$ cat src/rtl/sm_pkg.sv
package sm_pkg;
  localparam int SM_TAPS = 3;   // pixels per row window and rows per column
  localparam int SM_LAT  = 2;   // register stages from accept to output
  localparam int SM_SKIP = 2;   // leading columns of each line with no result
endpackage

$ cat src/rtl/sm_med3.sv
// Median of three by compare-select: max(min(a,b), min(max(a,b), c)).
module sm_med3 #(
  parameter int W = 8
) (
  input  logic [W-1:0] a,
  input  logic [W-1:0] b,
  input  logic [W-1:0] c,
  output logic [W-1:0] med
);
  logic         a_gt_b;
  logic         hi_gt_c;
  logic         lo_gt_mid;
  logic [W-1:0] hi;
  logic [W-1:0] lo;
  logic [W-1:0] mid;

  always_comb begin
    a_gt_b    = a > b;
    hi        = a_gt_b ? a : b;
    lo        = a_gt_b ? b : a;
    hi_gt_c   = hi > c;
    mid       = hi_gt_c ? c : hi;
    lo_gt_mid = lo > mid;
    med       = lo_gt_mid ? lo : mid;
  end
endmodule

$ cat src/rtl/sm_row_window.sv
// Two-pixel history of one row plus the registered horizontal median.
module sm_row_window #(
  parameter int W = 8
) (
  input  logic         clk,
  input  logic         rst_n,
  input  logic         adv,
  input  logic [W-1:0] pix_in,
  output logic [W-1:0] tap1,
  output logic [W-1:0] tap2,
  output logic [W-1:0] hmed
);
  logic [W-1:0] med_c;

  sm_med3 #(.W(W)) u_hmed (
    .a   (pix_in),
    .b   (tap1),
    .c   (tap2),
    .med (med_c)
  );

  always_ff @(posedge clk or negedge rst_n) begin
    if (!rst_n) begin
      tap1 <= '0;
      tap2 <= '0;
      hmed <= '0;
    end else if (adv) begin
      tap1 <= pix_in;
      tap2 <= tap1;
      hmed <= med_c;
    end
  end
endmodule

$ cat src/rtl/sm_col_track.sv
// Column index of accepted pixels, wrapping at the line width.
module sm_col_track #(
  parameter int IMG_W = 512,
  parameter int SKIP  = 2,
  localparam int CW   = (IMG_W > 1) ? $clog2(IMG_W) : 1
) (
  input  logic          clk,
  input  logic          rst_n,
  input  logic          adv,
  output logic [CW-1:0] col,
  output logic          win_full
);
  localparam logic [CW-1:0] LAST = CW'(IMG_W - 1);
  localparam logic [CW-1:0] FIRST_OK = CW'(SKIP);

  assign win_full = col >= FIRST_OK;

  always_ff @(posedge clk or negedge rst_n) begin
    if (!rst_n) begin
      col <= '0;
    end else if (adv) begin
      col <= (col == LAST) ? '0 : col + 1'b1;
    end
  end
endmodule

$ cat src/rtl/sep_median3x3.sv
module sep_median3x3
  import sm_pkg::*;
#(
  parameter int PIX_W = 8,
  parameter int IMG_W = 512,
  localparam int CW   = (IMG_W > 1) ? $clog2(IMG_W) : 1
) (
  input  logic             clk,
  input  logic             rst_n,
  input  logic             in_valid,
  input  logic [PIX_W-1:0] pix_row0,
  input  logic [PIX_W-1:0] pix_row1,
  input  logic [PIX_W-1:0] pix_row2,
  output logic             out_valid,
  output logic [PIX_W-1:0] out_pix
);
  logic [PIX_W-1:0] row_in [SM_TAPS];
  logic [PIX_W-1:0] tap1   [SM_TAPS];
  logic [PIX_W-1:0] tap2   [SM_TAPS];
  logic [PIX_W-1:0] hmed   [SM_TAPS];
  logic [PIX_W-1:0] vmed_c;
  logic [CW-1:0]    col;
  logic             win_full;
  logic             h_valid;

  assign row_in[0] = pix_row0;
  assign row_in[1] = pix_row1;
  assign row_in[2] = pix_row2;

  sm_col_track #(.IMG_W(IMG_W), .SKIP(SM_SKIP)) u_col (
    .clk      (clk),
    .rst_n    (rst_n),
    .adv      (in_valid),
    .col      (col),
    .win_full (win_full)
  );

  for (genvar r = 0; r < SM_TAPS; r++) begin : g_row
    sm_row_window #(.W(PIX_W)) u_win (
      .clk    (clk),
      .rst_n  (rst_n),
      .adv    (in_valid),
      .pix_in (row_in[r]),
      .tap1   (tap1[r]),
      .tap2   (tap2[r]),
      .hmed   (hmed[r])
    );
  end

  sm_med3 #(.W(PIX_W)) u_vmed (
    .a   (hmed[0]),
    .b   (hmed[1]),
    .c   (hmed[2]),
    .med (vmed_c)
  );

  always_ff @(posedge clk or negedge rst_n) begin
    if (!rst_n) begin
      h_valid   <= 1'b0;
      out_valid <= 1'b0;
      out_pix   <= '0;
    end else begin
      h_valid   <= in_valid && win_full;
      out_valid <= h_valid;
      if (h_valid) out_pix <= vmed_c;
    end
  end
endmodule

$ cat config.mk
export PLATFORM = sky130hd
export DESIGN_NAME = sep_median3x3
export DESIGN_NICKNAME = d
export VERILOG_FILES = /design/src/rtl/sm_pkg.sv /design/src/rtl/sm_med3.sv /design/src/rtl/sm_row_window.sv /design/src/rtl/sm_col_track.sv /design/src/rtl/sep_median3x3.sv
export SDC_FILE = /design/constraint.sdc
export NUM_CORES = 1
export LEC_CHECK = 0
export ABC_AREA = 1
export BUFFER_PORTS_ARGS = -buffer_cell sky130_fd_sc_hd__clkbuf_2
export CAP_MARGIN = 40
export CORE_ASPECT_RATIO = 1.25
export CORE_MARGIN = 10
export CORE_UTILIZATION = 50
export DETAILED_ROUTE_END_ITERATION = 10
export HOLD_SLACK_MARGIN = 0.02
export PLACE_DENSITY = 0.69
export SYNTH_ARGS = -nofsm -noshare
export SYNTH_HDL_FRONTEND = slang
export SYNTH_HIERARCHICAL = 1
export SYNTH_SLANG_ARGS = --single-unit
$ cat constraint.sdc
create_clock -name clk -period 4.16 [get_ports clk]
set_input_delay 0.832 -clock clk [delete_from_list [all_inputs] [get_ports clk]]
set_output_delay 0.832 -clock clk [all_outputs]
set_load 0.01 [all_outputs]
==> results of run 1 <==
-- worst max-delay path: cells and delay by family --
| kind | cells | cell delay [ps] |
|---|---|---|
| adders and majority gates | 3 | 860 |
| AOI/OAI and AO/OA | 1 | 80 |
| buffers and inverters | 5 | 720 |
| and+or+nand+nor | 20 | 2090 |
-- cell usage after synthesis (4+ instances only) --
master	number
a21o_1	5
a21oi_1	37
and2_1	8
buf_12	6
buf_6	13
dfrtp_1	91
ha_1	100
inv_1	106
inv_2	5
nand2_1	466
nand2_2	83
nand2_4	14
nand3_1	86
nand3_2	19
nand4_1	9
nand4_4	4
nor2_1	24
nor2_2	4
nor2_4	6
nor3_1	8
o21a_1	6
o21ai_0	6
o21ai_2	29
-- state kept, by name, summed over array words and instances, names as in the netlist --
signal            count
g_row.u_win/hmed     24
g_row.u_win/tap1     24
g_row.u_win/tap2     24
h_valid               1
out_pix               8
out_valid             1
u_col/col             9
-- final timing paths --
check                                             from                      to  slack [ps]  depth (start not counted)
worst max-delay path                       pix_row0[7]  g_row[0].u_win/hmed[2]        -150                         29
worst min-delay path                             rst_n  g_row[0].u_win/tap2[1]         440                          1
min in group clk                            out_pix[4]              out_pix[4]         470                          2
max in group asynchronous                        rst_n  g_row[2].u_win/tap1[4]        2890                          2
worst min register to register              out_pix[4]              out_pix[4]         470                          2
worst max register to register  g_row[0].u_win/tap1[5]  g_row[0].u_win/hmed[2]        -100                         30
-- metal layers --
metal	global-route usage [%]	vias up	wire length, um
met5	0	-	0
met4	8.10	0	957
met3	2.06	76	955
met2	33.2	242	13000
met1	22.4	4007	10100
li1	-	4182	-
-- power by group --
part,internal (uW),switching [uW],leakage [uW]
clock network,480,371,0.000142
logic,2800,3730,0.00500
registers,1130,219,0.00111
total,4410,4320,0.00625
-- cell families (layout without fill, tap and decap cells) --
logic type / count (synthesis) / count (layout) / synth area share (%)
and+or+nand+nor: 737 / 744 / 41.7
buffers and inverters: 138 / 365 / 9.32
DFF: 91 / 91 / 26.9
adders and majority gates: 100 / 100 / 14.8
AOI/OAI and AO/OA: 91 / 91 / 7.28
-- timing repair --
action	CTS	global route
resized for setup	0	299
buffers inserted	0	39
endpoints found under the setup margin	0	32
-- cell type report --
class                           instances  area share (%)
Multi-Input combinational cell        935            56.5
Sequential cell                        91            19.1
Timing Repair Buffer                  236            15.7
Inverter                              114            3.95
Tap cell                              220            2.30
Clock buffer                           11            2.03
Clock inverter                          4           0.429
-- per-stage QoR --
| step | cells | utilization (%) | area (um2) |
|---|---|---|---|
| after global routing | 1611 | 71.6 | 12000 |
| after floorplan | 1157 | - | 8480 |
| after detailed placement | 1550 | 58.8 | 9820 |
| after CTS | 1565 | 60.5 | 10100 |
| final | 1611 | 71.6 | 12000 |
| after global placement | 1550 | 58.8 | 9820 |
-- cells in the final DEF (no fill, tap or decap), types with 26 or more instances in the layout --
cell type	n
a21oi_1	26
buf_4	181
buf_6	28
dfrtp_1	81
ha_1	48
ha_4	50
inv_1	88
nand2_1	397
nand2_2	128
nand2_4	38
nand3_1	57
nand3_2	41
o21ai_2	30
==> impl_results.html, run 1 <==
<table>
<tr><th>Metric</th><th>Value</th></tr>
<tr><th colspan="2">Clock tree</th></tr>
<tr><td>H-tree Lvls</td><td>3</td></tr>
<tr><td>Clk sink count</td><td>91</td></tr>
<tr><td>Count of hold-fix buffers inserted at cts</td><td>0</td></tr>
<tr><td>CTS clock-pin slew for the worst setup and hold paths</td><td>70 ps</td></tr>
<tr><td>Number of buffers added by the clock tree synthesis step</td><td>9</td></tr>
<tr><td>Clock root cell</td><td>clkbuf_16</td></tr>
<tr><td>TritonCTS clock tree</td><td>yes</td></tr>
<tr><td>Latest clock arrival within the worst-skew pair</td><td>350 ps</td></tr>
<tr><td>Clock Path Buffers</td><td>2</td></tr>
<tr><th colspan="2">Die</th></tr>
<tr><td>Core footprint</td><td>16700 um2</td></tr>
<tr><td>Starting density of the core</td><td>50.6%</td></tr>
<tr><td>Rows</td><td>53</td></tr>
<tr><td>DIE HEIGHT</td><td>165 um</td></tr>
<tr><td>I/O Pins</td><td>36</td></tr>
<tr><td>DIE WIDTH</td><td>136 um</td></tr>
<tr><td>Die Outline Area</td><td>22600 um2</td></tr>
<tr><th colspan="2">GRT</th></tr>
<tr><td>Wire length of the first global-routing pass</td><td>34900 um</td></tr>
<tr><td>Total congestion overflow</td><td>0</td></tr>
<tr><td>Antenna violations before repair</td><td>0</td></tr>
<tr><td>Pin count of the biggest net entering global routing</td><td>44</td></tr>
<tr><td>Via count of the first global-routing pass</td><td>7687</td></tr>
<tr><td>Overall Global Routing Usage</td><td>18.8%</td></tr>
<tr><th colspan="2">Timing</th></tr>
<tr><td>Relative max-transition margin</td><td>63.3%</td></tr>
<tr><td>Least setup slack across all paths after layout</td><td>-155 ps</td></tr>
<tr><td>Setup repair after global routing missed its margin</td><td>yes</td></tr>
<tr><td>Worst hold margin</td><td>441 ps</td></tr>
<tr><td>Number of hold-slack violations in the final timing report</td><td>0</td></tr>
<tr><td>Post-route fraction of the period consumed by the critical path</td><td>104%</td></tr>
<tr><td>Highest clock frequency the design can meet</td><td>232 MHz</td></tr>
<tr><td>Worst Max-Slew Pin Slew</td><td>550 ps</td></tr>
<tr><td>Total Negative Setup Slacks</td><td>-1000 ps</td></tr>
<tr><td>Final Max Tran Viols</td><td>0</td></tr>
<tr><td>Fin Clk Skew</td><td>6.22 ps</td></tr>
<tr><td>Post-layout minimum cycle time</td><td>4310 ps</td></tr>
<tr><td>Final number of setup-violating endpoints</td><td>8</td></tr>
<tr><th colspan="2">Detailed routing</th></tr>
<tr><td>First-pass detailed-route iteration total</td><td>9</td></tr>
<tr><td>DRC viols</td><td>1</td></tr>
<tr><td>Number of nets with antenna violations after routing</td><td>0</td></tr>
<tr><td>Number of DRC markers in iteration 0</td><td>544</td></tr>
<tr><td>Total vias in the final route</td><td>8507</td></tr>
<tr><td>Detailed Route WL</td><td>25100 um</td></tr>
<tr><td>Avg Vias per Cell</td><td>5.28</td></tr>
<tr><td>Final routed wire length divided by cell count</td><td>15.6 um</td></tr>
<tr><th colspan="2">Power</th></tr>
<tr><td>Tot Pwr</td><td>8730 uW</td></tr>
<tr><td>Leakage power</td><td>0.00625 uW</td></tr>
<tr><td>P per Cell Area</td><td>730 nW/um2</td></tr>
<tr><td>Worst vdd rail ir drop</td><td>0.000667 V</td></tr>
<tr><th colspan="2">Cells and area</th></tr>
<tr><td>P&amp;R area growth vs syn</td><td>41.4%</td></tr>
<tr><td>Number of nets in the layout</td><td>1514</td></tr>
<tr><td>Area taken by multi-input logic gates</td><td>6760 um2</td></tr>
<tr><td>Register Area</td><td>2290 um2</td></tr>
<tr><td>Proportion of layout cells with a drive suffix above 1</td><td>45.2%</td></tr>
<tr><td>Filler Cell Count</td><td>1262</td></tr>
<tr><td>Antenna diodes</td><td>0</td></tr>
<tr><th colspan="2">Worst setup path</th></tr>
<tr><td>Crit-path max cell delay</td><td>290 ps</td></tr>
<tr><td>Library cell contributing the largest single delay on the critical path</td><td>ha_4</td></tr>
<tr><td>Maximum net fanout on the critical path</td><td>8</td></tr>
<tr><td>Type of the setup path with the least slack</td><td>input pin to flop</td></tr>
<tr><td>Critical path data arrival time</td><td>4610 ps</td></tr>
<tr><td>CP Launch Type</td><td>input pin</td></tr>
<tr><td>Critical path endpoint category</td><td>flop</td></tr>
<tr><td>Required time of the critical path</td><td>4460 ps</td></tr>
<tr><th colspan="2">Logic synthesis</th></tr>
<tr><td>Mapped Avg Cell Area</td><td>7.31 um2</td></tr>
<tr><td>Cell type with the highest aggregate area in the netlist</td><td>dfrtp_1</td></tr>
<tr><td>Syn_nets</td><td>1284</td></tr>
<tr><td>Async set or reset register ratio after synthesis</td><td>100%</td></tr>
<tr><td>Fraction of the yosys area taken by sequential cells</td><td>26.9%</td></tr>
<tr><td>Number of enable-type register cells in the synthesized netlist</td><td>0</td></tr>
<tr><td>Post-Syn Area</td><td>8460 um2</td></tr>
<tr><td>Number of unique standard cell types used by synthesis</td><td>34</td></tr>
<tr><td>Main flop type after synthesis</td><td>dfrtp_1</td></tr>
<tr><td>Post-Synthesis Cells</td><td>1157</td></tr>
<tr><td>Largest cells by area after synthesis</td><td>dfrtp_1 (27%), nand2_1 (21%), ha_1 (15%), nand2_2 (6.1%), nand3_1 (5.1%)</td></tr>
<tr><td>Top cell type's share of synthesized area</td><td>26.9%</td></tr>
<tr><td>Seq cells post-synth</td><td>91</td></tr>
<tr><td>Synth warn</td><td>6</td></tr>
<tr><th colspan="2">Run status</th></tr>
<tr><td>Outcome</td><td>complete, but fails checks</td></tr>
<tr><td>Violations in the final reports</td><td>DRC, setup timing</td></tr>
<tr><th colspan="2">Placement</th></tr>
<tr><td>Pre-CTS WS</td><td>-352 ps</td></tr>
<tr><td>Total of buffers placed on input and output ports</td><td>35</td></tr>
<tr><td>Global placement routability congestion</td><td>0.849</td></tr>
<tr><td>Placed wire-length estimate after detailed placement</td><td>16000 um</td></tr>
<tr><th colspan="2">Min path</th></tr>
<tr><td>Hold Crit Class</td><td>input pin to asynchronous set/reset pin</td></tr>
<tr><th colspan="2">Run</th></tr>
<tr><td>Number of max-cap violations</td><td>0</td></tr>
</table>
Power figures use the tool's default switching activity.
==> run 2, diff against run 1 <==
Settings changed: SETUP_SLACK_MARGIN from default to 0.15.
==> impl_results.html, run 2 (synthesis results as in run 1) <==
<table>
<tr><th>Metric</th><th>Value</th></tr>
<tr><th colspan="2">Run status</th></tr>
<tr><td>Outcome</td><td>complete, but fails checks (unchanged)</td></tr>
<tr><td>Violations in the final reports</td><td>setup timing (was DRC, setup timing)</td></tr>
<tr><th colspan="2">Worst setup path</th></tr>
<tr><td>Destination of the worst register-to-register timing path</td><td>g_row[2].u_win/hmed[7] (was g_row[0].u_win/hmed[2])</td></tr>
<tr><td>CP Launch Type</td><td>input pin (unchanged)</td></tr>
<tr><td>Beginning of the critical path</td><td>pix_row1[5] (was pix_row0[7])</td></tr>
<tr><td>Worst setup path endpoint</td><td>g_row[1].u_win/hmed[3] (was g_row[0].u_win/hmed[2])</td></tr>
<tr><td>Required time of the critical path</td><td>4400 ps (was 4460 ps)</td></tr>
<tr><td>Type of the setup path with the least slack</td><td>input pin to flop (unchanged)</td></tr>
<tr><td>Register-to-Register Setup Slack</td><td>-30 ps (was -100 ps)</td></tr>
<tr><td>Critical path endpoint category</td><td>flop (unchanged)</td></tr>
<tr><td>Critical path data arrival time</td><td>4520 ps (was 4610 ps)</td></tr>
<tr><td>Maximum net fanout on the critical path</td><td>8 (unchanged)</td></tr>
<tr><td>Worst reg-to-reg path cell count</td><td>27 (was 30)</td></tr>
<tr><td>Launch instance of the worst register-to-register path</td><td>g_row[2].u_win/tap1[6] (was g_row[0].u_win/tap1[5])</td></tr>
<tr><th colspan="2">Detailed routing</th></tr>
<tr><td>Avg Vias per Cell</td><td>5.45 (was 5.28)</td></tr>
<tr><td>DRC viols</td><td>0 (was 1)</td></tr>
<tr><td>Detailed Route WL</td><td>26600 um (was 25100 um)</td></tr>
<tr><td>First-pass detailed-route iteration total</td><td>5 (was 9)</td></tr>
<tr><td>Number of nets with antenna violations after routing</td><td>0 (unchanged)</td></tr>
<tr><td>Final routed wire length divided by cell count</td><td>16.5 um (was 15.6 um)</td></tr>
<tr><td>Total vias in the final route</td><td>8752 (was 8507)</td></tr>
<tr><td>Number of DRC markers in iteration 0</td><td>528 (was 544)</td></tr>
<tr><th colspan="2">Clock tree</th></tr>
<tr><td>CTS clock-pin slew for the worst setup and hold paths</td><td>70 ps (about the same)</td></tr>
<tr><td>Clk sink count</td><td>91 (unchanged)</td></tr>
<tr><td>Count of hold-fix buffers inserted at cts</td><td>0 (unchanged)</td></tr>
<tr><td>Number of buffers added by the clock tree synthesis step</td><td>9 (unchanged)</td></tr>
<tr><td>Clock Path Buffers</td><td>2 (unchanged)</td></tr>
<tr><td>TritonCTS clock tree</td><td>yes (unchanged)</td></tr>
<tr><td>H-tree Lvls</td><td>3 (unchanged)</td></tr>
<tr><td>Latest clock arrival within the worst-skew pair</td><td>350 ps (about the same)</td></tr>
<tr><td>Clock root cell</td><td>clkbuf_16 (unchanged)</td></tr>
<tr><th colspan="2">Placement</th></tr>
<tr><td>Pre-CTS WS</td><td>-348 ps (was -352 ps)</td></tr>
<tr><td>Placed wire-length estimate after detailed placement</td><td>15700 um (was 16000 um)</td></tr>
<tr><td>Cell Area, Placed</td><td>9840 um2 (was 9820 um2)</td></tr>
<tr><td>Global placement routability congestion</td><td>0.873 (was 0.849)</td></tr>
<tr><td>Total of buffers placed on input and output ports</td><td>35 (unchanged)</td></tr>
<tr><th colspan="2">Timing</th></tr>
<tr><td>Post-layout minimum cycle time</td><td>4290 ps (was 4310 ps)</td></tr>
<tr><td>Fin Clk Skew</td><td>6.48 ps (was 6.22 ps)</td></tr>
<tr><td>Setup repair after global routing missed its margin</td><td>yes (unchanged)</td></tr>
<tr><td>Highest clock frequency the design can meet</td><td>233 MHz (was 232 MHz)</td></tr>
<tr><td>Least setup slack across all paths after layout</td><td>-125 ps (was -155 ps)</td></tr>
<tr><td>Post-route fraction of the period consumed by the critical path</td><td>103% (was 104%)</td></tr>
<tr><td>Final Max Tran Viols</td><td>0 (unchanged)</td></tr>
<tr><td>Final number of setup-violating endpoints</td><td>16 (was 8)</td></tr>
<tr><td>Worst Max-Slew Pin Slew</td><td>754 ps (was 550 ps)</td></tr>
<tr><td>Number of hold-slack violations in the final timing report</td><td>0 (unchanged)</td></tr>
<tr><td>Relative max-transition margin</td><td>49.7% (was 63.3%)</td></tr>
<tr><th colspan="2">GRT</th></tr>
<tr><td>Pin count of the biggest net entering global routing</td><td>63 (was 44)</td></tr>
<tr><td>Antenna violations before repair</td><td>0 (unchanged)</td></tr>
<tr><td>Overall Global Routing Usage</td><td>18.3% (was 18.8%)</td></tr>
<tr><td>Wire length of the first global-routing pass</td><td>34400 um (was 34900 um)</td></tr>
<tr><td>Total congestion overflow</td><td>0 (unchanged)</td></tr>
<tr><td>Via count of the first global-routing pass</td><td>7888 (was 7687)</td></tr>
<tr><th colspan="2">Cells and area</th></tr>
<tr><td>Most used cells in the layout excluding fill and tap cells</td><td>nand2_1 (374), buf_4 (170), nand2_2 (140) (was nand2_1 (397), buf_4 (181), nand2_2 (128))</td></tr>
<tr><td>Most common library cell in the layout ignoring fill and taps</td><td>nand2_1 (unchanged)</td></tr>
<tr><td>Filler Cell Count</td><td>1108 (was 1262)</td></tr>
<tr><td>P&amp;R area growth vs syn</td><td>47.6% (was 41.4%)</td></tr>
<tr><td>Antenna diodes</td><td>0 (unchanged)</td></tr>
<tr><td>Proportion of layout cells with a drive suffix above 1</td><td>50.4% (was 45.2%)</td></tr>
<tr><td>Number of nets in the layout</td><td>1507 (was 1514)</td></tr>
<tr><td>Register Area</td><td>2280 um2 (was 2290 um2)</td></tr>
<tr><td>Registers with the highest flip-flop counts</td><td>g_row.u_win/hmed (24), g_row.u_win/tap1 (24), g_row.u_win/tap2 (24) (unchanged)</td></tr>
<tr><td>Area taken by multi-input logic gates</td><td>7300 um2 (was 6760 um2)</td></tr>
<tr><td>Final instance area</td><td>12500 um2 (was 12000 um2)</td></tr>
<tr><th colspan="2">Run</th></tr>
<tr><td>Number of max-cap violations</td><td>0 (unchanged)</td></tr>
<tr><th colspan="2">Die</th></tr>
<tr><td>Rows</td><td>53 (unchanged)</td></tr>
<tr><td>DIE WIDTH</td><td>136 um (unchanged)</td></tr>
<tr><td>I/O Pins</td><td>36 (unchanged)</td></tr>
<tr><td>Die Outline Area</td><td>22600 um2 (unchanged)</td></tr>
<tr><td>Core footprint</td><td>16700 um2 (unchanged)</td></tr>
<tr><td>Starting density of the core</td><td>50.6% (unchanged)</td></tr>
<tr><td>DIE HEIGHT</td><td>165 um (unchanged)</td></tr>
<tr><th colspan="2">Power</th></tr>
<tr><td>P per Cell Area</td><td>830 nW/um2 (was 730 nW/um2)</td></tr>
<tr><td>Leakage power</td><td>0.00637 uW (was 0.00625 uW)</td></tr>
<tr><td>Worst vdd rail ir drop</td><td>0.000696 V (was 0.000667 V)</td></tr>
<tr><th colspan="2">Min path</th></tr>
<tr><td>Hold Crit Class</td><td>input pin to asynchronous set/reset pin (unchanged)</td></tr>
</table>
-- run 2: how the worst min path moves through the flow --
stage	start	to	slack, ps	cells after the start
global route	rst_n	g_row[1].u_win/tap1[5]	310	1
CTS	rst_n	g_row[1].u_win/tap1[5]	310	1
global placement	g_row[2].u_win/tap2[5]	g_row[2].u_win/tap2[5]	450	2
detailed placement	out_pix[6]	out_pix[6]	460	2
floorplan	h_valid	out_valid	370	0
finish	rst_n	g_row[1].u_win/tap1[5]	310	1
-- run 2: worst max-delay path, cell delays in order --
cell      delay [ps]
buf_8            100
ha_4             280
nand2_4           60
nor2_4           180
nand2_4           90
nand2_8           90
nand2_8          100
buf_12           170
nand2_4           50
nand2_1           50
ha_1             270
nand2_1           70
nor2_2           190
nand4_1          230
nand2_4          220
inv_8             60
nand2_1          110
nand2_2           80
ha_4             270
a21oi_1           90
o21a_1           210
a21oi_4          260
clkinv_4         160
nand3_2          100
nand2_1           60
nand2_1           60
nand2_1           70
-- run 2: final cells by class --
type	instances	share of cell area, %
timing repair buffer	226	14.7
sequential	91	18.3
clock inverter	7	0.531
multi-input combinational	938	58.5
clock buffer	9	1.80
tap	220	2.21
inverter	114	3.95
-- run 2: what timing repair did --
item	4_1_cts	5_1_grt
pin swaps	10	170
gates resized for setup	10	356
hold endpoints to repair	0	0
setup endpoints to repair	24	32
gates cloned	1	9
buffers inserted	8	47
-- run 2: routing by layer --
| layer | vias to the layer above | track usage [%] | wire length [um] |
|---|---|---|---|
| met3 | 127 | 2.54 | 835 |
| met4 | 0 | 6.55 | 1520 |
| met1 | 4174 | 19.5 | 9940 |
| met2 | 271 | 35.4 | 14300 |
| li1 | 4180 | - | - |
| met5 | - | 0 | 0 |
-- run 2: report_power, final --
group	total, uW	internal [uW]	switching [uW]
sequential	1340	1130	215
clock	818	422	396
combinational	8200	3470	4730
-- run 2: through the flow --
step	hold slack [ps]	TNS [ps]	instances	util, %	total power, uW
3_3_place_gp	454	-4690	1523	58.7	6610
5_1_grt	307	-3600	1605	74.7	11100
6_report	312	-925	1605	74.7	10400
2_1_floorplan	374	0	1157	-	5190
4_1_cts	306	0	1549	61.4	7680
3_5_place_dp	457	-6000	1524	58.9	6710
==> run 3, diff against run 2 <==
Settings changed: BUFFER_PORTS_ARGS -buffer_cell sky130_fd_sc_hd__clkbuf_2 to -buffer_cell sky130_fd_sc_hd__buf_2.
==> impl_results.html, run 3 (synthesis results as in run 1) <==
<table>
<tr><th>Metric</th><th>Value</th></tr>
<tr><th colspan="2">Run status</th></tr>
<tr><td>Outcome</td><td>complete, but fails checks (unchanged)</td></tr>
<tr><td>Violations in the final reports</td><td>setup timing (unchanged)</td></tr>
<tr><th colspan="2">GRT</th></tr>
<tr><td>Wire length of the first global-routing pass</td><td>35200 um (was 34400 um)</td></tr>
<tr><td>Overall Global Routing Usage</td><td>18.8% (was 18.3%)</td></tr>
<tr><td>Total congestion overflow</td><td>0 (unchanged)</td></tr>
<tr><td>Antenna violations before repair</td><td>0 (unchanged)</td></tr>
<tr><td>Via count of the first global-routing pass</td><td>7974 (was 7888)</td></tr>
<tr><td>Pin count of the biggest net entering global routing</td><td>65 (was 63)</td></tr>
<tr><th colspan="2">Power</th></tr>
<tr><td>P per Cell Area</td><td>754 nW/um2 (was 830 nW/um2)</td></tr>
<tr><td>Internal power</td><td>4630 uW (was 5020 uW)</td></tr>
<tr><td>Clock share of power</td><td>9.5% (was 7.9%)</td></tr>
<tr><td>Switching part of the total</td><td>50.4% (was 51.5%)</td></tr>
<tr><td>Worst vdd rail ir drop</td><td>0.000569 V (was 0.000696 V)</td></tr>
<tr><td>Relative contribution of combinational cells to total power</td><td>76.3% (was 79.1%)</td></tr>
<tr><td>Tot Pwr</td><td>9340 uW (was 10400 uW)</td></tr>
<tr><td>Flop pwr share</td><td>14.2% (was 13.0%)</td></tr>
<tr><td>Switching pwr</td><td>4710 uW (was 5340 uW)</td></tr>
<tr><td>Leakage power</td><td>0.00639 uW (was 0.00637 uW)</td></tr>
<tr><th colspan="2">Detailed routing</th></tr>
<tr><td>Avg Vias per Cell</td><td>5.42 (was 5.45)</td></tr>
<tr><td>Number of DRC markers in iteration 0</td><td>481 (was 528)</td></tr>
<tr><td>Final routed wire length divided by cell count</td><td>16.4 um (was 16.5 um)</td></tr>
<tr><td>Number of nets with antenna violations after routing</td><td>0 (unchanged)</td></tr>
<tr><td>Detailed Route WL</td><td>26300 um (was 26600 um)</td></tr>
<tr><td>DRC viols</td><td>0 (unchanged)</td></tr>
<tr><td>Total vias in the final route</td><td>8707 (was 8752)</td></tr>
<tr><td>First-pass detailed-route iteration total</td><td>5 (unchanged)</td></tr>
<tr><th colspan="2">Die</th></tr>
<tr><td>Die Outline Area</td><td>22600 um2 (unchanged)</td></tr>
<tr><td>DIE WIDTH</td><td>136 um (unchanged)</td></tr>
<tr><td>I/O Pins</td><td>36 (unchanged)</td></tr>
<tr><td>Core footprint</td><td>16700 um2 (unchanged)</td></tr>
<tr><td>Rows</td><td>53 (unchanged)</td></tr>
<tr><td>DIE HEIGHT</td><td>165 um (unchanged)</td></tr>
<tr><td>Starting density of the core</td><td>50.6% (unchanged)</td></tr>
<tr><th colspan="2">Placement</th></tr>
<tr><td>Global placement routability congestion</td><td>0.900 (was 0.873)</td></tr>
<tr><td>Total of buffers placed on input and output ports</td><td>35 (unchanged)</td></tr>
<tr><td>Pre-CTS WS</td><td>-295 ps (was -348 ps)</td></tr>
<tr><td>Placed wire-length estimate after detailed placement</td><td>15800 um (was 15700 um)</td></tr>
<tr><th colspan="2">Cells and area</th></tr>
<tr><td>Proportion of layout cells with a drive suffix above 1</td><td>49.1% (was 50.4%)</td></tr>
<tr><td>Most common library cell in the layout ignoring fill and taps</td><td>nand2_1 (unchanged)</td></tr>
<tr><td>Number of nets in the layout</td><td>1508 (was 1507)</td></tr>
<tr><td>P&amp;R area growth vs syn</td><td>46.5% (was 47.6%)</td></tr>
<tr><td>Antenna diodes</td><td>0 (unchanged)</td></tr>
<tr><td>End-of-flow core utilization</td><td>74.1% (was 74.7%)</td></tr>
<tr><td>Filler Cell Count</td><td>1103 (was 1108)</td></tr>
<tr><td>Most used cells in the layout excluding fill and tap cells</td><td>nand2_1 (369), buf_4 (176), nand2_2 (132) (was nand2_1 (374), buf_4 (170), nand2_2 (140))</td></tr>
<tr><td>Registers with the highest flip-flop counts</td><td>g_row.u_win/hmed (24), g_row.u_win/tap1 (24), g_row.u_win/tap2 (24) (unchanged)</td></tr>
<tr><th colspan="2">Timing</th></tr>
<tr><td>Number of hold-slack violations in the final timing report</td><td>0 (unchanged)</td></tr>
<tr><td>Worst Max-Slew Pin Slew</td><td>831 ps (was 754 ps)</td></tr>
<tr><td>Relative max-transition margin</td><td>44.6% (was 49.7%)</td></tr>
<tr><td>Worst hold margin</td><td>288 ps (was 312 ps)</td></tr>
<tr><td>Least setup slack across all paths after layout</td><td>-85.7 ps (was -125 ps)</td></tr>
<tr><td>Post-route fraction of the period consumed by the critical path</td><td>102% (was 103%)</td></tr>
<tr><td>Total Negative Setup Slacks</td><td>-483 ps (was -925 ps)</td></tr>
<tr><td>Final Max Tran Viols</td><td>0 (unchanged)</td></tr>
<tr><td>Post-layout minimum cycle time</td><td>4250 ps (was 4290 ps)</td></tr>
<tr><td>Final number of setup-violating endpoints</td><td>11 (was 16)</td></tr>
<tr><td>Highest clock frequency the design can meet</td><td>236 MHz (was 233 MHz)</td></tr>
<tr><td>Fin Clk Skew</td><td>8.63 ps (was 6.48 ps)</td></tr>
<tr><td>Setup repair after global routing missed its margin</td><td>yes (unchanged)</td></tr>
<tr><th colspan="2">Run</th></tr>
<tr><td>Number of max-cap violations</td><td>0 (unchanged)</td></tr>
<tr><th colspan="2">Worst setup path</th></tr>
<tr><td>CP dominant cell by count</td><td>nand2_1 (unchanged)</td></tr>
<tr><td>CP Launch Type</td><td>input pin (unchanged)</td></tr>
<tr><td>Type of the setup path with the least slack</td><td>input pin to flop (unchanged)</td></tr>
<tr><td>Critical path endpoint category</td><td>flop (unchanged)</td></tr>
<tr><td>Cell family with most CP delay</td><td>simple AND/OR/NAND/NOR gates (unchanged)</td></tr>
<tr><td>Crit-path max cell delay</td><td>290 ps (was 280 ps)</td></tr>
<tr><td>Destination of the worst register-to-register timing path</td><td>g_row[1].u_win/hmed[7] (was g_row[2].u_win/hmed[7])</td></tr>
<tr><td>Critical path data arrival time</td><td>4490 ps (was 4520 ps)</td></tr>
<tr><td>Register-to-Register Setup Slack</td><td>0 ps (was -30 ps)</td></tr>
<tr><td>Beginning of the critical path</td><td>pix_row1[5] (unchanged)</td></tr>
<tr><td>Library cell contributing the largest single delay on the critical path</td><td>ha_4 (unchanged)</td></tr>
<tr><td>Count of cell instances traversed by the critical path</td><td>28 (was 27)</td></tr>
<tr><td>Required time of the critical path</td><td>4400 ps (about the same)</td></tr>
<tr><td>Maximum net fanout on the critical path</td><td>8 (unchanged)</td></tr>
<tr><td>Worst setup path endpoint</td><td>g_row[1].u_win/hmed[7] (was g_row[1].u_win/hmed[3])</td></tr>
<tr><td>Worst reg-to-reg path cell count</td><td>28 (was 27)</td></tr>
<tr><td>Launch instance of the worst register-to-register path</td><td>g_row[1].u_win/tap1[7] (was g_row[2].u_win/tap1[6])</td></tr>
<tr><td>WP buf/inv</td><td>4 (unchanged)</td></tr>
<tr><th colspan="2">Clock tree</th></tr>
<tr><td>Latest clock arrival within the worst-skew pair</td><td>360 ps (was 350 ps)</td></tr>
<tr><td>H-tree Lvls</td><td>3 (unchanged)</td></tr>
<tr><td>Number of buffers added by the clock tree synthesis step</td><td>9 (unchanged)</td></tr>
<tr><td>Clock root cell</td><td>clkbuf_16 (unchanged)</td></tr>
<tr><td>Clk sink count</td><td>91 (unchanged)</td></tr>
<tr><td>TritonCTS clock tree</td><td>yes (unchanged)</td></tr>
<tr><td>Clock Path Buffers</td><td>2 (unchanged)</td></tr>
<tr><td>CTS clock-pin slew for the worst setup and hold paths</td><td>70 ps (about the same)</td></tr>
<tr><th colspan="2">Min path</th></tr>
<tr><td>Hold Crit Class</td><td>input pin to asynchronous set/reset pin (unchanged)</td></tr>
</table>
[run 3: power by group through the flow]
stage | clock, uW | sequential [uW] | combinational [uW]
final | 888 | 1330 | 7120
after global routing | 943 | 1360 | 7800
after CTS | 905 | 1320 | 5580
after detailed placement | 0 | 1340 | 5450
after global placement | 0 | 1330 | 5300
after floorplan | 0 | 1330 | 3860
[run 3: per-stage QoR]
step                      instance area [um2]  cells
after floorplan                          8670   1157
after global placement                   9860   1530
after detailed placement                 9880   1531
after CTS                               10300   1555
after global routing                    12400   1606
final                                   12400   1606
[run 3: repair_timing]
action / 4_1_cts / 5_1_grt
resized for setup: 6 / 347
setup buffers: 6 / 45
hold buffers: 0 / 0
pin swaps: 8 / 154
endpoints found under the setup margin: 21 / 32
cloned: 2 / 6
[run 3: how the worst min path moves through the flow]
| stage | start | endpoint | slack, ps | cells past startpoint |
|---|---|---|---|---|
| after CTS | rst_n | g_row[1].u_win/tap1[4] | 280 | 1 |
| after detailed placement | out_pix[3] | out_pix[3] | 450 | 2 |
| after global placement | out_pix[2] | out_pix[2] | 450 | 2 |
| after global routing | rst_n | g_row[1].u_win/tap1[4] | 280 | 1 |
| final | rst_n | g_row[1].u_win/tap1[4] | 290 | 1 |
| after floorplan | h_valid | out_valid | 370 | 0 |
[run 3: area by class of cell]
class	count	area (um2)	area share, %
inverter	114	498	4.02
timing repair buffer	229	1810	14.6
clock inverter	5	65.1	0.525
tap	220	275	2.22
sequential	91	2290	18.5
multi-input combinational	936	7200	58.1
clock buffer	11	253	2.04
[run 3: per-layer routing]
metal,track usage [%],share of wire [%]
met1,20.5,38
met2,35.7,55
met3,2.88,3.1
met4,6.30,4.1
met5,0,0
